$ cat config.mk
export PLATFORM = sky130hd
export DESIGN_NAME = lwire_bridge
export DESIGN_NICKNAME = d
export VERILOG_FILES = /design/src/rtl/lw_pkg.sv /design/src/rtl/lw_sampler.sv /design/src/rtl/lw_tx_slot.sv /design/src/rtl/lw_rx_decode.sv /design/src/rtl/lwire_bridge.sv
export SDC_FILE = /design/constraint.sdc
export NUM_CORES = 1
export LEC_CHECK = 0
export BUFFER_PORTS_ARGS = -buffer_cell sky130_fd_sc_hd__buf_4
export CAP_MARGIN = 20
export CORE_ASPECT_RATIO = 0.7
export CORE_UTILIZATION = 35
export DETAILED_ROUTE_END_ITERATION = 10
export MAX_ROUTING_LAYER = met4
export SETUP_SLACK_MARGIN = 0.3
export SLEW_MARGIN = 20
export SYNTH_ARGS = -nofsm -noshare
export SYNTH_HDL_FRONTEND = slang
export SYNTH_HIERARCHICAL = 1
export SYNTH_SLANG_ARGS = --single-unit
$ cat constraint.sdc
create_clock -name clk -period 3.1 [get_ports clk]
set_clock_uncertainty 0.1 [all_clocks]
set_input_delay 0 -clock clk [delete_from_list [all_inputs] [get_ports clk]]
set_output_delay 0 -clock clk [all_outputs]
set_load 0.01 [all_outputs]
$ cat src/rtl/lw_pkg.sv
package lw_pkg;

    localparam int WIRE_W = 8;
    localparam int TAG_W  = 8;
    localparam int PKT_W  = WIRE_W + TAG_W;
    localparam logic [TAG_W-1:0] DEF_TAG = 8'hA5;

    typedef struct packed {
        logic [TAG_W-1:0]  tag;
        logic [WIRE_W-1:0] wires;
    } lw_pkt_t;

    function automatic lw_pkt_t lw_pack(input logic [TAG_W-1:0] tag,
                                        input logic [WIRE_W-1:0] w);
        lw_pkt_t p;
        p.tag   = tag;
        p.wires = w;
        return p;
    endfunction

    function automatic logic lw_tag_hit(input lw_pkt_t p,
                                        input logic [TAG_W-1:0] tag);
        return p.tag == tag;
    endfunction

endpackage

$ cat src/rtl/lw_sampler.sv
module lw_sampler
    import lw_pkg::*;
#(
    parameter int STAGES = 1
) (
    input  logic              clk,
    input  logic              rst,
    input  logic [WIRE_W-1:0] wires_in,
    output logic [WIRE_W-1:0] samp
);

    logic [WIRE_W-1:0] chain [STAGES];

    generate
        for (genvar s = 0; s < STAGES; s++) begin : g_stage
            if (s == 0) begin : g_first
                always_ff @(posedge clk) begin
                    if (rst) chain[0] <= '0;
                    else     chain[0] <= wires_in;
                end
            end else begin : g_next
                always_ff @(posedge clk) begin
                    if (rst) chain[s] <= '0;
                    else     chain[s] <= chain[s-1];
                end
            end
        end
    endgenerate

    assign samp = chain[STAGES-1];

endmodule

$ cat src/rtl/lw_tx_slot.sv
module lw_tx_slot
    import lw_pkg::*;
#(
    parameter logic [TAG_W-1:0] TAG = DEF_TAG
) (
    input  logic              clk,
    input  logic              rst,
    input  logic [WIRE_W-1:0] samp,
    input  logic              tx_ready,
    output logic              tx_valid,
    output lw_pkt_t           tx_pkt
);

    logic              valid_q;
    logic [WIRE_W-1:0] wires_q;
    logic [WIRE_W-1:0] last_q;
    logic              accept;
    logic              stall;
    logic [WIRE_W-1:0] ref_w;
    logic              diff;

    always_comb begin
        accept = valid_q & tx_ready;
        stall  = valid_q & ~tx_ready;
        ref_w  = accept ? wires_q : last_q;
        diff   = (samp != ref_w);
    end

    always_ff @(posedge clk) begin
        if (rst) begin
            valid_q <= 1'b0;
            wires_q <= '0;
            last_q  <= '0;
        end else begin
            if (accept) last_q <= wires_q;
            if (stall) begin
                wires_q <= samp;
            end else begin
                valid_q <= diff;
                if (diff) wires_q <= samp;
            end
        end
    end

    assign tx_valid = valid_q;
    assign tx_pkt   = lw_pack(TAG, wires_q);

    AST_STALL_HOLD: assert property (@(posedge clk) disable iff (rst)
        (valid_q && !tx_ready) |=> valid_q);

    AST_STALL_STABLE: assert property (@(posedge clk) disable iff (rst)
        (valid_q && !tx_ready && wires_q == samp) |=> $stable(wires_q));

    AST_STALL_LATEST: assert property (@(posedge clk) disable iff (rst)
        (valid_q && !tx_ready) |=> (wires_q == $past(samp)));

    AST_QUIET_IDLE: assert property (@(posedge clk) disable iff (rst)
        (!valid_q && samp == last_q) |=> !valid_q);

endmodule

$ cat src/rtl/lw_rx_decode.sv
module lw_rx_decode
    import lw_pkg::*;
#(
    parameter logic [TAG_W-1:0] TAG = DEF_TAG
) (
    input  logic              clk,
    input  logic              rst,
    input  logic              rx_valid,
    input  lw_pkt_t           rx_pkt,
    output logic [WIRE_W-1:0] wires_out
);

    logic              hit;
    logic [WIRE_W-1:0] out_q;

    assign hit = rx_valid & lw_tag_hit(rx_pkt, TAG);

    always_ff @(posedge clk) begin
        if (rst)      out_q <= '0;
        else if (hit) out_q <= rx_pkt.wires;
    end

    assign wires_out = out_q;

    AST_RX_LOAD: assert property (@(posedge clk) disable iff (rst)
        (rx_valid && rx_pkt.tag == TAG) |=> (out_q == $past(rx_pkt.wires)));

    AST_RX_FOREIGN: assert property (@(posedge clk) disable iff (rst)
        (rx_valid && rx_pkt.tag != TAG) |=> $stable(out_q));

    AST_RX_IDLE: assert property (@(posedge clk) disable iff (rst)
        !rx_valid |=> $stable(out_q));

endmodule

$ cat src/rtl/lwire_bridge.sv
module lwire_bridge
    import lw_pkg::*;
#(
    parameter logic [TAG_W-1:0] TAG         = DEF_TAG,
    parameter int               SYNC_STAGES = 1
) (
    input  logic              clk,
    input  logic              rst,
    input  logic [WIRE_W-1:0] wires_in,
    output logic              tx_valid,
    input  logic              tx_ready,
    output logic [PKT_W-1:0]  tx_data,
    input  logic              rx_valid,
    input  logic [PKT_W-1:0]  rx_data,
    output logic [WIRE_W-1:0] wires_out
);

    logic [WIRE_W-1:0] samp;
    lw_pkt_t           tx_pkt;
    lw_pkt_t           rx_pkt;

    lw_sampler #(.STAGES(SYNC_STAGES)) u_samp (
        .clk      (clk),
        .rst      (rst),
        .wires_in (wires_in),
        .samp     (samp)
    );

    lw_tx_slot #(.TAG(TAG)) u_tx (
        .clk      (clk),
        .rst      (rst),
        .samp     (samp),
        .tx_ready (tx_ready),
        .tx_valid (tx_valid),
        .tx_pkt   (tx_pkt)
    );

    assign tx_data = tx_pkt;
    assign rx_pkt  = rx_data;

    lw_rx_decode #(.TAG(TAG)) u_rx (
        .clk       (clk),
        .rst       (rst),
        .rx_valid  (rx_valid),
        .rx_pkt    (rx_pkt),
        .wires_out (wires_out)
    );

    AST_TX_TAG: assert property (@(posedge clk) disable iff (rst)
        tx_valid |-> (tx_data[PKT_W-1:WIRE_W] == TAG));

endmodule

Yosys cells after proc, flatten, opt, wreduce, memory -nomap -nowiden
Memory sizes are Yosys's and may differ from the RTL's.
Cells that the tools add are included.
Word-level totals
  memory bits (writable): 8
  bits in read-only memories: 0
  memories kept: 1
  register bits: 25
  logic and storage cells: 21
  input bits: 28
  output and inout bits: 25
  latch bits: 0
Memory list
  u_samp.chain: depth 1, width 8, rd ports 1, clocked after memory_dff 0, wr ports 1, line lw_sampler.sv:12  | logic [WIRE_W-1:0] chain [STAGES];
Cells by class
  $add $sub $neg: 0
  $lt $le $gt $ge: 0
  bitwise operators: 4
  shifts and indexed selects: 0
  multiply operators: 0
  muxes and demuxes: 8
  div/mod/pow operators: 0
  reductions and logical operators: 2
  equal/unequal tests: 2
Operators by type and width (count)
  $mux 8: 4
  $eq 8x8->1 const B: 1
  $ne 8x8->1: 1
  $reduce_or 8->1: 1
  $mux 1: 4
  $and 1x1->1: 3
  $reduce_bool 2->1: 1
  $not 1->1: 1

Longest topological paths before layout
Gate-level depths: netlist of the first run.
  word-level depth: 5
  mapped depth: 9
  gate-level depth less buffers: 6

Hierarchy
The synthesis of the first run kept the hierarchy.
By module, submodules not included
  lw_tx_slot: times used 1, area an instance 937.1 um^2, sequential area each 340.3 um^2, cells each 107
  lw_rx_decode: times used 1, area an instance 384.1 um^2, sequential area each 160.2 um^2, cells each 37
  lw_sampler: times used 1, area an instance 210.2 um^2, sequential area each 160.2 um^2, cells each 16

Worst setup path after synthesis of the first run
Ideal clock, no wire load.
  kind: flip-flop to flip-flop
  start: register u_tx.valid_q (netlist: u_tx/tx_valid)
  end: register u_tx.valid_q (netlist: u_tx/tx_valid)
  cell stages (with the launch flop): 10
  data arrival time: 1.550 ns
  clock period less this slack: 1.777 ns
  setup slack: 1.323 ns
  data required time: 2.873 ns
  setup time: 0.127 ns
  buffers on the path: 3
  cell sequence: dfxtp_1 -> buf_2 -> nand2_4 -> buf_2 -> o22ai_1 -> o21ai_1 -> nor3_2 -> nand4_1 -> buf_6 -> nor2b_1
On the way
  longest elaborated chain between the ends: 3
  elaborated cells on any way between the ends: 4
  classes of those cells: 1 x eq/ne; 1 x mux; 2 x bitwise
RTL lines
  from (decl): line lw_tx_slot.sv:14  | logic valid_q;
  from (signal assigned): line lw_tx_slot.sv:39  | valid_q <= diff;
  $and 1x1->1: line lw_tx_slot.sv:23  | accept = valid_q & tx_ready;
  $mux 8: line lw_tx_slot.sv:25  | ref_w = accept ? wires_q : last_q;
  $ne 8x8->1: line lw_tx_slot.sv:26  | diff = (samp != ref_w);
Parallel ways exist; a longest one is shown, timed or not.
A chain may end at the register's enable or synchronous reset.

Final worst setup path of the first run
Ends and elaborated chain as after synthesis.

==> results of run 1 <==
synth_stat cells (all sizes together):
cell type  number
mux2i          20
clkbuf          3
nand3           5
and4bb          1
o22ai           1
nor2b          11
nor2            6
inv             5
nand2           6
nand2b         33
buf            12
o21ai           2
conb            2
dfxtp          33
nor3            2
o311ai          1
nand4           1
a221oi          1
a22oi           1
nor3b           1
nand4b          1
o41ai           1
a21oi           5
xnor2           3
o2111ai         1
xor2            2
metal layers:
metal / vias up / routed length, um / global-route usage
li1: 629 / - / -
met1: 588 / 1510 / 0.179
met2: 26 / 1580 / 0.251
met3: 7 / 146 / 0.0448
met4: 0 / 76 / 0.0842
met5: - / 0 / -
state kept, by name, summed over array words and instances, names as in the netlist:
name	flops
u_tx/last_q	8
u_samp/chain	8
u_tx/tx_valid	1
u_rx/wires_out	8
u_tx/wires_q	8
metrics by stage:
stage,util,std cells,worst slack [ns],area (um^2)
3_3_place_gp,0.454,247,0.844,1850
5_1_grt,0.524,272,0.572,2130
6_report,0.524,272,0.780,2130
3_5_place_dp,0.454,247,0.741,1850
4_1_cts,0.524,272,0.732,2130
2_1_floorplan,-,166,1.32,1550
power by group:
| group | total [mW] | internal (mW) | switching [mW] |
|---|---|---|---|
| Combinational | 0.121 | 0.0726 | 0.0487 |
| Sequential | 0.453 | 0.438 | 0.0147 |
| Clock | 0.414 | 0.262 | 0.152 |
critical path, cell delays in order, from the launching register on:
cell,delay (ns)
dfxtp_1,0.49
nand2_4,0.20
mux2i_2,0.26
xnor2_1,0.10
nor3_2,0.16
nand4_1,0.55
nor2b_1,0.34
cells by family after synthesis:
kind of cell	Yosys count	share of synthesized area
buffers and inverters	20	0.0801
DFF	33	0.431
and+or+nand+nor	67	0.263
muxes	20	0.133
xor gates and xnor gates	5	0.0286
AOI/OAI and AO/OA	13	0.0588
other	2	0.00490
worst min path at each step:
stage	start	to	slack (ns)	cells past startpoint
global route	rst	u_tx/last_q[6]	0.03	2
global placement	wires_in[5]	u_samp/chain[0][5]	0.11	2
CTS	rst	u_tx/last_q[6]	0.02	2
finish	rst	u_tx/last_q[6]	0.02	2
detailed placement	wires_in[4]	u_samp/chain[0][4]	0.11	2
floorplan	rst	u_samp/chain[0][0]	-0.03	1
area by class of cell:
| class | instances | area (um^2) | share of cell area |
|---|---|---|---|
| sequential | 33 | 661 | 0.310 |
| inverter | 5 | 18.8 | 0.00880 |
| clock buffer | 7 | 86.3 | 0.0405 |
| multi-input combinational | 113 | 771 | 0.362 |
| clock inverter | 1 | 30.0 | 0.0141 |
| timing repair buffer | 61 | 500 | 0.235 |
| tap | 52 | 65.1 | 0.0305 |
==> flow_metrics.tcl, run 1 <==
set metrics [dict create \
    status "completed" \
    crit_arrival_ns 2.38 \
    setup_viol 0 \
    die_w_um 81.1 \
    n_antenna_cell 0 \
    clock_sinks 33 \
    yosysSeqAreaShare 0.431 \
    cts_root_buffer "clkbuf_8" \
    mostFrequentLayoutCell "buf_4" \
    endpoint "u_tx/tx_valid" \
    worstSetupPathType "register to register" \
    yosysWarnings 6 \
    wirelength_um 3320 \
    yosysTopAreaCellShare 0.431 \
    start_kind "register" \
    fmax_ghz 0.431 \
    max-slew-margin-rel 0.559 \
    r2r_start "u_tx/tx_valid" \
    netlist_area_mm2 0.00153 \
    syn_inst 160 \
    place_congestion 0.766 \
    num_vias 1250 \
    hold_violations 0 \
    drc 0 \
    setup.worst_path.end_class "register" \
    htree_levels 2 \
    antenna_found_initial 0 \
    cp.required_ns 3.16 \
    path_max_fanout 14 \
    cts_hold_buf 17 \
    grt_max_degree 50 \
    max_cap_violations 0 \
    vdd.ir_drop.worst_uv 265 \
    portBuffers 44 \
    initial_utilization 0.377 \
    drv_slew 0 \
    wl_per_cell_um 12.2 \
    drive_gt1_frac 0.250 \
    power.density_mw_per_mm2 463 \
    ys_top_cells_by_area "dfxtp_1 (43%), nand2b_1 (13%), mux2i_1 (12%)" \
    first_global_vias 1205 \
    clk_pin_slew_ns 0.06 \
    hold_class "input pin to register" \
    die_area_mm2 0.00465 \
    fin_setup_tns_ns 0 \
    p_leak_nw 0.942 \
    grt_usage 0.158 \
    grt_overflow_total 0 \
    routed_via_density 4.60 \
    worst_slew_pin_slew_ns 0.660 \
    r2r_cells 6 \
    layout.nets 247 \
    postCtsSetupBuffers 0 \
    yosys.area.top_type "dfxtp_1" \
    synth_cell_types 31 \
    cts_max_path_buffers 2 \
    synth_area_per_cell_um2 9.57 \
    dpl.hpwl_um 2340 \
    finalPower_uw 988 \
    holdWs_ns 0.0204 \
    io_pins 53 \
    cts_buffers 5 \
    rows 19 \
    drtIter0Drc 37 \
    nFillCells 382 \
    dieHeight_um 57.3 \
    grt_pass1_wl_um 5240 \
    rsz0062_at_grt "false" \
    cts_resized 0 \
    fin_crit_ns 2.32 \
    fin_crit_sh 0.748 \
    ys_seq_elements 33 \
    tritoncts "yes" \
    r2r_slack_ns 0.78 \
    design.core.area_mm2 0.00407 \
    insertion_delay_ns 0.28 \
    first_pass_iters 4 \
    r2r-end "u_tx/tx_valid" \
    worstSetupStartpoint "u_tx/tx_valid" \
    final_cell_mix "buf_4 (44), nand2b_1 (33), dfxtp_1 (33)" \
    area_delta_synth_final_pct 39.2 \
    ant_nets 0 \
]
Power figures use the tool's default switching activity.
==> inputs of run 2 (changes only) <==
--- a/config.mk
+++ b/config.mk
@@ -5,6 +5,7 @@
 export SDC_FILE = /design/constraint.sdc
 export NUM_CORES = 1
 export LEC_CHECK = 0
+export ABC_AREA = 1
 export BUFFER_PORTS_ARGS = -buffer_cell sky130_fd_sc_hd__buf_4
 export CAP_MARGIN = 20
 export CORE_ASPECT_RATIO = 0.7
==> constraint.sdc (replaced) <==
create_clock -name clk -period 1.9 [get_ports clk]
set_clock_uncertainty 0.1 [all_clocks]
set_input_delay 0 -clock clk [delete_from_list [all_inputs] [get_ports clk]]
set_output_delay 0 -clock clk [all_outputs]
set_load 0.01 [all_outputs]
==> run 2 against run 1 <==
Compared with the run above:
- total power increased by 79%
- largest power group unchanged
- routed wire length increased by 30%
- worst hold slack got worse by 0.0083 ns
- global-route usage increased by 2.5 points
- critical path type unchanged
- sequential power increased by 65%
==> flow_metrics.tcl, run 2 <==
set metrics [dict create \
    die_area_mm2 0.00530 \
    synth_adder_area_share 0 \
    synth_compound_area_frac 0.0292 \
    worst_path_largest_cell_delay_ns 0.41 \
    drtIter0Drc 90 \
    path_cells "nand2_8, nand2_4, nand2_1, nand2_2, nand3_2, nor3_4, nand3_1, nand2_1, nor2_1" \
    ys_seq_elements 33 \
    dp_cells 362 \
    portBuffers 44 \
    antenna_found_initial 0 \
    synth_mux_area_frac 0 \
    critPathMostFrequentCell "nand2_1" \
    die_w_um 86.6 \
    fin_crit_sh 0.848 \
    cts_buffers 5 \
    setup_viol 0 \
    place_congestion 0.814 \
    path_max_fanout 10 \
    finalPower_mw 1.77 \
    drc 0 \
    design.core.area_mm2 0.00481 \
    grt_overflow_total 0 \
    max_cap_violations 0 \
    wirelength_um 4300 \
    fin_util 0.537 \
    synth-xor-area-share 0 \
    yosysWarnings 6 \
    mostFrequentLayoutCell "inv_1" \
    fmax_ghz 0.620 \
    cts_root_buffer "clkbuf_8" \
    clock_sinks 33 \
    wl_per_cell_um 10.7 \
    first_pass_iters 4 \
    worstSetupPathType "register to register" \
    insertion_delay_ns 0.28 \
    fin_cells 401 \
    fin_crit_ns 1.61 \
    initial_utilization 0.365 \
    start_kind "register" \
    first_global_vias 1590 \
    yosysMostFrequentCell "inv_1" \
    ant_nets 0 \
    n_antenna_cell 0 \
    clk_pin_slew_ns 0.07 \
    layout.nets 359 \
    syn_inst 255 \
    status "completed" \
    crit_arrival_ns 1.69 \
    yosys.area.top_type "dfxtp_1" \
    ys_top_cells_by_area "dfxtp_1 (38%), inv_1 (12%), nand2_1 (11%)" \
    yosysSeqAreaShare 0.377 \
    htree_levels 2 \
    final_cell_mix "inv_1 (55), nand2_1 (47), buf_4 (46)" \
    synth_edf_count 0 \
    synth_simple_gate_area_frac 0.414 \
    cp.required_ns 1.98 \
    yosysTopAreaCellShare 0.377 \
    drive_gt1_frac 0.271 \
    vdd.ir_drop.worst_uv 419 \
    drv_slew 0 \
    fin_setup_tns_ns 0 \
    synth_area_per_cell_um2 6.88 \
    setup.worst_path.end_class "register" \
    dpl.hpwl_um 2920 \
    area_delta_synth_final_pct 47.1 \
    cts_max_path_buffers 2 \
    routed_via_density 4.28 \
    hold_class "input pin to register" \
    grt_pass1_wl_um 6970 \
    setup_ws_ns 0.288 \
    grt_max_degree 20 \
    synth_ff_type "dfxtp_1" \
    p_leak_nw 1.29 \
    async_flop_share 0 \
    num_vias 1715 \
    dieHeight_um 61.2 \
    synth_top_family_by_area "simple AND/OR/NAND/NOR gates" \
    synth_cell_types 25 \
    synth_common_cells "inv_1 (55), nand2_1 (50), nor2_1 (39), dfxtp_1 (33), nand3_1 (23)" \
    rsz0062_at_grt "true" \
    rows 21 \
    pre_cts_slack_ns 0.0229 \
    io_pins 53 \
    hold_violations 0 \
    power.density_mw_per_mm2 685 \
    tritoncts "yes" \
    slowest_stage "dfxtp_4" \
    grt_usage 0.183 \
    netlist_area_mm2 0.00175 \
]
## run 2: layout make-up
| cell class | instances | area [um^2] |
|---|---|---|
| Fill cell | 481 | 2230 |
| Tap cell | 69 | 86.3 |
| Inverter | 56 | 210 |
| Sequential cell | 33 | 664 |
| Clock inverter | 1 | 30.0 |
| Multi-Input combinational cell | 161 | 877 |
| Clock buffer | 7 | 86.3 |
| Timing Repair Buffer | 74 | 627 |
## run 2: final timing paths
check                           slack, ns  cells after the start            from                end
worst max-delay path                 0.29                      9   u_tx/tx_valid    u_tx/wires_q[6]
worst max register to register       0.29                      9   u_tx/tx_valid    u_tx/wires_q[6]
worst min-delay path                 0.01                      5     rx_data[14]  u_rx/wires_out[0]
worst min register to register       0.38                      2  u_tx/last_q[1]     u_tx/last_q[1]
## run 2: layer usage
metal | wire, um | share of wire | GRT usage
met1 | 2160 | 0.50 | 0.219
met5 | 0 | 0 | -
met3 | 181 | 0.042 | 0.0550
met2 | 1920 | 0.45 | 0.298
met4 | 42 | 0.0098 | 0.0643
## run 2: logic make-up (layout without fill, tap and decap cells)
| group | Yosys count | count (layout) |
|---|---|---|
| buf+inv | 68 | 138 |
| compound gates | 9 | 9 |
| flops | 33 | 33 |
| other cells | 2 | 8 |
| simple gates | 143 | 144 |
## run 2: worst max-delay path, delay by kind of cell (launching register included)
family           cells  cell delay [ns]
flip-flops           1             0.41
AND/OR/NAND/NOR      9             1.00
## run 2: report_power, final
part,leakage (nW),switching [mW],total [mW],internal [mW]
Combinational,0.963,0.179,0.340,0.161
Clock,0.0585,0.253,0.680,0.428
Sequential,0.271,0.0268,0.747,0.720
Total,1.29,0.459,1.77,1.31
## run 2: through the flow
step / hold WS (ns) / instance area [um^2]
global route: 0.0128 / 2580
floorplan: 0.00697 / 1780
finish: 0.0121 / 2580
CTS: 0.00132 / 2550
global placement: 0.103 / 2100
detailed placement: 0.105 / 2100
## run 2: what timing repair did
item,4_1_cts,5_1_grt
resized for setup,13,6
setup endpoints to repair,9,9
hold buffers,27,0
cloned,1,0
pin swaps,9,8
endpoints found under the hold margin,25,0
buffers inserted,3,0
